$ cat config.mk
export PLATFORM = sky130hd
export DESIGN_NAME = dbg_entry_ctrl
export DESIGN_NICKNAME = d
export VERILOG_FILES = /design/src/rtl/dbg_entry_ctrl.sv
export SDC_FILE = /design/constraint.sdc
export NUM_CORES = 1
export LEC_CHECK = 0
export BUFFER_PORTS_ARGS = -buffer_cell sky130_fd_sc_hd__buf_2
export CORE_ASPECT_RATIO = 0.75
export CORE_MARGIN = 5
export CORE_UTILIZATION = 40
export CTS_BUF_LIST = sky130_fd_sc_hd__clkbuf_16
export DETAILED_ROUTE_END_ITERATION = 7
export HOLD_SLACK_MARGIN = 0.03
export PLACE_DENSITY_LB_ADDON = 0.1
export SYNTH_ARGS = -nofsm -noshare
export SYNTH_HDL_FRONTEND = slang
export SYNTH_SLANG_ARGS = --single-unit
$ cat constraint.sdc
create_clock -name clk -period 2.2 [get_ports clk]
set_clock_uncertainty 0.15 [all_clocks]
set_input_delay 0.11 -clock clk [delete_from_list [all_inputs] [get_ports clk]]
set_output_delay 0.11 -clock clk [all_outputs]
set_load 0.01 [all_outputs]
$ cat src/rtl/dbg_entry_ctrl.sv
module dbg_entry_ctrl #(
  parameter int OPW = 16,
  parameter int DW  = 32,
  parameter int VW  = 8,
  parameter logic [OPW-1:0] BGND_OP = 16'h4AFA
) (
  input  logic          clk,
  input  logic          rst,
  input  logic          dbg_en,
  input  logic          brk_req,
  input  logic          insn_valid,
  input  logic [OPW-1:0] insn_op,
  input  logic          bus_fault,
  input  logic          bus_ok,
  input  logic [DW/2-1:0] ssw,
  input  logic          cmd_valid,
  input  logic [1:0]    cmd_op,
  input  logic [DW-1:0] cmd_data,
  output logic          freeze,
  output logic          halted,
  output logic          core_run,
  output logic          exc_req,
  output logic [VW-1:0] exc_vec,
  output logic [DW-1:0] atemp,
  output logic          cmd_ready,
  output logic          rsp_valid,
  output logic [DW-1:0] cmd_rdata,
  output logic          code_lost
);
  localparam int HW = DW / 2;
  localparam logic [VW-1:0] VEC_BKPT = VW'(8'h0C);
  localparam logic [VW-1:0] VEC_ILL  = VW'(8'h04);
  localparam logic [1:0] OP_READ = 2'd0, OP_SCR = 2'd1, OP_RES = 2'd2;
  localparam logic [DW-1:0] CODE_BRK = '0;
  localparam logic [DW-1:0] CODE_BG  = DW'(1);

  typedef enum logic [1:0] {S_RUN, S_FRZ, S_HLT} st_t;
  st_t state;
  logic fault_seen, brk_armed, fresh;
  logic at_run, dbl_hit, brk_hit, bg_hit;

  assign at_run    = (state == S_RUN);
  assign dbl_hit   = at_run && bus_fault && fault_seen;
  assign brk_hit   = at_run && insn_valid && brk_req && brk_armed;
  assign bg_hit    = at_run && insn_valid && (insn_op == BGND_OP);
  assign freeze    = (state == S_FRZ);
  assign halted    = (state == S_HLT);
  assign core_run  = at_run;
  assign cmd_ready = freeze;

  always_ff @(posedge clk) begin
    if (rst) begin
      state      <= S_RUN;
      fault_seen <= 1'b0;
      brk_armed  <= 1'b1;
      fresh      <= 1'b0;
      code_lost  <= 1'b0;
      exc_req    <= 1'b0;
      exc_vec    <= '0;
      atemp      <= '0;
      rsp_valid  <= 1'b0;
      cmd_rdata  <= '0;
    end else begin
      exc_req   <= 1'b0;
      rsp_valid <= 1'b0;
      if (!brk_req) brk_armed <= 1'b1;
      unique case (state)
        S_RUN: begin
          if (dbl_hit)        fault_seen <= 1'b0;
          else if (bus_fault) fault_seen <= 1'b1;
          else if (bus_ok)    fault_seen <= 1'b0;
          if (dbl_hit) begin
            if (dbg_en) begin
              state     <= S_FRZ;
              atemp     <= {ssw, {HW{1'b1}}};
              fresh     <= 1'b1;
              code_lost <= 1'b0;
            end else begin
              state <= S_HLT;
            end
          end else if (brk_hit) begin
            brk_armed <= 1'b0;
            if (dbg_en) begin
              state     <= S_FRZ;
              atemp     <= CODE_BRK;
              fresh     <= 1'b1;
              code_lost <= 1'b0;
            end else begin
              exc_req <= 1'b1;
              exc_vec <= VEC_BKPT;
            end
          end else if (bg_hit) begin
            if (dbg_en) begin
              state     <= S_FRZ;
              atemp     <= CODE_BG;
              fresh     <= 1'b1;
              code_lost <= 1'b0;
            end else begin
              exc_req <= 1'b1;
              exc_vec <= VEC_ILL;
            end
          end
        end
        S_FRZ: begin
          if (cmd_valid) begin
            if (fresh) begin
              fresh     <= 1'b0;
              code_lost <= (cmd_op != OP_READ);
            end
            rsp_valid <= 1'b1;
            if (cmd_op == OP_READ) cmd_rdata <= atemp;
            if (cmd_op == OP_SCR)  atemp <= cmd_data;
            if (cmd_op == OP_RES)  state <= S_RUN;
          end
        end
        default: ;
      endcase
    end
  end

  a_r2_entry_code: assert property (@(posedge clk) disable iff (rst)
    $rose(freeze) |-> (atemp == CODE_BG || atemp == CODE_BRK || atemp[HW-1:0] == {HW{1'b1}}));
  a_r5_exc_only_running: assert property (@(posedge clk) disable iff (rst)
    exc_req |-> (!freeze && (exc_vec == VEC_BKPT || exc_vec == VEC_ILL)));
  a_r6_halt_sticky: assert property (@(posedge clk) disable iff (rst)
    halted |=> halted);
  a_r6_halt_needs_disable: assert property (@(posedge clk) disable iff (rst)
    $rose(halted) |-> !$past(dbg_en));
  a_r9_no_rsp_unfrozen: assert property (@(posedge clk) disable iff (rst)
    (!freeze && cmd_valid) |=> !rsp_valid);
  a_r11_resume: assert property (@(posedge clk) disable iff (rst)
    (freeze && cmd_valid && cmd_op == OP_RES) |=> (!freeze && core_run));
endmodule

Word-level counts from Yosys, hierarchy flattened
Index checks and enable logic that the tools add are counted.

cells by class
  bitwise operators = 3
  eq/ne operators = 15
  muxes and demuxes = 45
  reduce and logical (&&, ||, !) cells = 21

operators by type and width
  operator                                                count
  2-to-1 mux 32 bit                                       8
  one-hot mux 32 bit (2 select lines)                     1
  2-to-1 mux 8 bit                                        4
  2-to-1 mux 1 bit                                        22
  equality test 16 x 15 -> 1 bit (second input constant)  1
  2-to-1 mux 2 bit                                        7
  inequality test 3 bit (second input constant)           3
  AND reduction 4 bit                                     2
  AND reduction 7 bit                                     1
  logical AND 1 bit                                       6
  inequality test 2 x 1 -> 1 bit (second input constant)  3
  inequality test 2 bit (second input constant)           3
  AND reduction 3 bit                                     2
  nonzero test 2 bit                                      3
  AND reduction 5 bit                                     1
  equality test 2 x 1 -> 1 bit (second input constant)    2
  equality test 2 bit (second input constant)             2
  logical NOT 2 bit                                       2
  inequality test 4 x 1 -> 1 bit (second input constant)  1
  one-hot mux 1 bit (2 select lines)                      2
  one-hot mux 2 bit (2 select lines)                      1
  NOT 1 bit                                               3
  nonzero test 3 bit                                      1
  OR reduction 3 bit                                      1
  2 further kinds                                         2

storage, ports and cells
  bits of input ports = 74
  register bits after elaboration = 80
  word-level logic and storage cells = 94
  output and inout port bits = 79

Longest topological paths before layout
  depth after elaboration = 7
  mapped depth = 9
  mapped depth without buffers = 6

Least setup slack after synthesis
No wires, ideal clock.

  kind = register to register
  start = reg state[1]
  end = reg atemp[17]
  period minus slack after synthesis = 1896 ps
  slack = 304 ps
  arrival = 1600 ps
  cell stages (with the launch flop) = 9
  setup time = 146 ps
  path through = dfxtp_1 -> buf_6 -> nor2_2 -> nand4_1 -> nor4_4 -> or2_1 -> buf_6 -> buf_12 -> a211oi_2

between the ends
  cells in the longest elaborated chain, start to end = 7
  elaborated cells between the ends (all ways) = 19
  classes of those cells = 7 x eq/ne; 3 x mux; 9 x reduce/logical

RTL lines
  what                                 line    source
  from (decl)                          38      st_t state;
  from (signal assigned)               53      state <= S_RUN;
  from (signal assigned)               74      state <= S_FRZ;
  from (signal assigned)               79      state <= S_HLT;
  logical NOT 2 bit *                  42      assign at_run = (state == S_RUN);
  named net core_run                   21      output logic core_run,
  logical AND 1 bit                    44, 45
  logical AND 1 bit (2 in a row)       44      assign brk_hit = at_run && insn_valid && brk_req && brk_armed;
  2-to-1 mux 32 bit                    81      end else if (brk_hit) begin
  2-to-1 mux 32 bit                    72      if (dbl_hit) begin
  one-hot mux 32 bit (2 select lines)  67      unique case (state)
  to (signal assigned)                 75      atemp <= {ssw, {HW{1'b1}}};
  to (signal assigned)                 112     if (cmd_op == OP_SCR) atemp <= cmd_data;
  to (decl)                            24      output logic [DW-1:0] atemp,

The timed path passes the listed nets; every way through them passes the cells marked *.
A chain may end at the register's enable or synchronous reset.

Worst setup path after layout
  start = reg state[0]
  end = reg atemp[19]

between the ends
  cells in the longest elaborated chain, start to end = 7
  elaborated cells between the ends (all ways) = 19
  classes of those cells = 7 x eq/ne; 3 x mux; 9 x reduce/logical

RTL lines
  what                                 line
  logical NOT 2 bit                    42, 67
  logical AND 1 bit                    44, 45
  logical AND 1 bit (2 in a row)       44
  2-to-1 mux 32 bit                    81
  2-to-1 mux 32 bit                    72
  one-hot mux 32 bit (2 select lines)  67

Several ways; a longest one is shown, not always the timed one.

==> results.cfg <==
[placed_design]
post-place-cells = 610
dp_hpwl_um = 7392
numPortBuffers = 146
gp_congestion = 0.8555

[global_routing]
gr-total-overflow = 0
grt_first_pass_wirelength_um = 16100
grt_pass1_vias = 3230
grt_max_degree = 29
antenna_found_initial = 0
grt_use_total_pct = 19.55

[min_path]
worstHoldStart = ssw[13]
hold_class = input port to flip-flop

[drt]
viasPerCell = 5.182
drt_iter0_markers = 215
drtAntennaViolNets = 0
route.met3.wl_um = 902
route.top_layer_used = met4
post_drt_wl_per_cell_um = 15.52
drt-total-wl_um = 10090
met2_length_um = 4430
route.detailed.drc = 0
drt-met1-wl_um = 4640
drt_pre_antenna_iters = 5
vias = 3368

[synth]
yosys.area.top_type = dfxtp_1
synth_top_family_by_area = compound AO/OA/AOI/OAI gates
postSynthAreaPerCell_um2 = 8.871
synth-compound-area-share_pct = 26.46
ys_warn_count = 0
synthMuxAreaShare_pct = 0
synth_top_area_share_pct = 44.18
synth_edf_count = 0
ys_types = 42
ys.flop_type = dfxtp_1
synth_fa_ha_area_share_pct = 0
netlist_area_um2 = 3353
synth_area_leaders = dfxtp_1 44%, a211oi_2 11%, a21oi_1 8.2%, nand2_1 7.8%, nor3_1 4.6%
synthArstFlopShare_pct = 0
postSynthCellCount = 378
synth-seq-cells = 74
yosys.area_share.xor_xnor_pct = 0
synthSimpleGateAreaFrac_pct = 20.37
ys_seq_area_share_pct = 44.18

[die]
die_w_um = 115.7
rows = 28
die_h_um = 89.29
start_util_pct = 41.80
dieArea_um2 = 10330
ios = 153
core_area_um2 = 8023

[worst_setup_path]
crit_start = state[0]
required_ps = 2290
r2r-start = state[0]
worstPathArrival_ps = 2110
worst-setup-path-type = flip-flop to flip-flop
path_max_fanout = 16
start_kind = flip-flop
end_kind = flip-flop

[layout]
multi_input_area_um2 = 1622
syn2layout_area_growth_pct = 41.12
num-fill-cells = 741
register_area_um2 = 1481
fin_nets = 614
instances_no_fill = 650
n_antenna_cell = 0
drive_above_1_share_pct = 40.18
fin_util_pct = 58.98

[power]
p_leak_nw = 1.989
powerDensity_nw_per_um2 = 811.2
ir_worst_vdd_v = 0.0004680

[clock_network]
numCtsBuffers = 9
tritoncts = built
post_cts_buffers = 0
path_clk_slew_ps = 60
clkSinkCount = 74
htree_levels = 3
clk_latency_ps = 320
cts_buffer_depth = 2
root_buffer = clkbuf_16

[timing]
hold_violations = 0
max_freq_ghz = 0.4945
post-route-period-util_pct = 91.91
final-max-slew-violation-count = 0
period_minus_slack_ps = 2022
setup_viol = 0
setup-tns-final_ps = 0
rsz0062_at_grt = false

[run]
maxCapViolCount = 0

[status]
status = completed
-- per-stage QoR --
step	instance area, µm²	setup slack [ps]	hold WS [ps]	power [mW]
3_5_place_dp	4156	190.0	202.1	2.199
2_1_floorplan	3372	303.9	46.87	1.961
3_3_place_gp	4156	217.4	179.8	2.184
4_1_cts	4732	175.4	30.47	3.868
6_report	4732	177.9	26.88	3.839
5_1_grt	4732	19.46	38.72	4.020
-- worst paths after layout --
check,endpoint,slack [ps],cells past startpoint
setup reg to reg,atemp[19],180,6
setup / recovery,atemp[19],180,6
hold / removal,atemp[29],30,3
hold reg to reg,cmd_rdata[29],300,2
-- report_power, final --
group / total, mW / internal (mW) / switching, mW
clock network: 1.64 / 1.10 / 0.540
logic: 0.704 / 0.327 / 0.378
registers: 1.50 / 1.42 / 0.0733
-- repair_timing --
| action | CTS | global route |
|---|---|---|
| resized for setup | 0 | 0 |
| hold buffers | 24 | 0 |
| hold endpoints to repair | 23 | 0 |
-- cells in the final DEF, fill, tap and decap left out, drive strengths merged --
cell / count
clkbuf: 9
a21bo: 1
nand4b: 1
nand3: 3
nor3: 32
or2: 1
nand4: 1
or3b: 1
nor4b: 1
o32ai: 1
nor4: 3
a221o: 2
inv: 7
and2: 1
nor2b: 1
buf: 164
conb: 6
o21ai: 8
a211oi: 33
a22oi: 17
bufinv: 3
nor4bb: 2
nand2: 70
clkinvlp: 1
nor2: 11
dfxtp: 74
dlygate4sd3: 24
a21oi: 56
and4bb: 1
and4: 2
nand3b: 3
or3: 1
nand2b: 3
clkinv: 1
-- layer usage --
layer	track usage, %	vias to the layer above
li1	-	1663
met4	4.110	0
met3	5.886	16
met5	0	-
met2	31.46	126
met1	26.26	1563
-- critical path, stage by stage (launching register included) --
cell and delay [ps]:
dfxtp_1 530, nand4b_1 170, a221o_1 380, a21oi_4 180, buf_4 260, nor3_1 80, a211oi_2 190
-- layout make-up --
class                           instances  area share (%)
Clock buffer                            9           4.759
Sequential cell                        74           31.31
Inverter                                5          0.3966
Clock inverter                          7           2.327
Timing Repair Buffer                  188           24.17
Multi-Input combinational cell        262           34.27
Tap cell                              105           2.776
-- cells in the mapped netlist, types with 2 or more instances --
library cell	n
a22oi_1	17
a211oi_1	4
buf_2	10
a211oi_2	29
nor2_1	10
a21oi_1	55
nand3b_1	3
nor4_1	2
nand2b_1	2
buf_6	3
nor3_1	31
dfxtp_1	74
nand3_1	3
nand2_1	70
inv_1	4
buf_4	10
nor4bb_1	2
clkbuf_1	15
o21ai_0	7
buf_12	3
and4_1	2
a221o_1	2
-- sequential cells by signal, summed over array words and instances (netlist names) --
name and cells:
rsp_valid 1, exc_vec 2, code_lost 1, state 2, cmd_rdata 32, fresh 1, brk_armed 1, atemp 32
exc_req 1, fault_seen 1
-- kinds of logic (layout without fill, tap and decap cells) --
logic type,Yosys count,in the layout
AND/OR/NAND/NOR,138,138
AO/OA/AOI/OAI,118,118
flip-flops,74,74
buffers and inverters,47,209
other,1,6
Power figures use the tool's default switching activity.
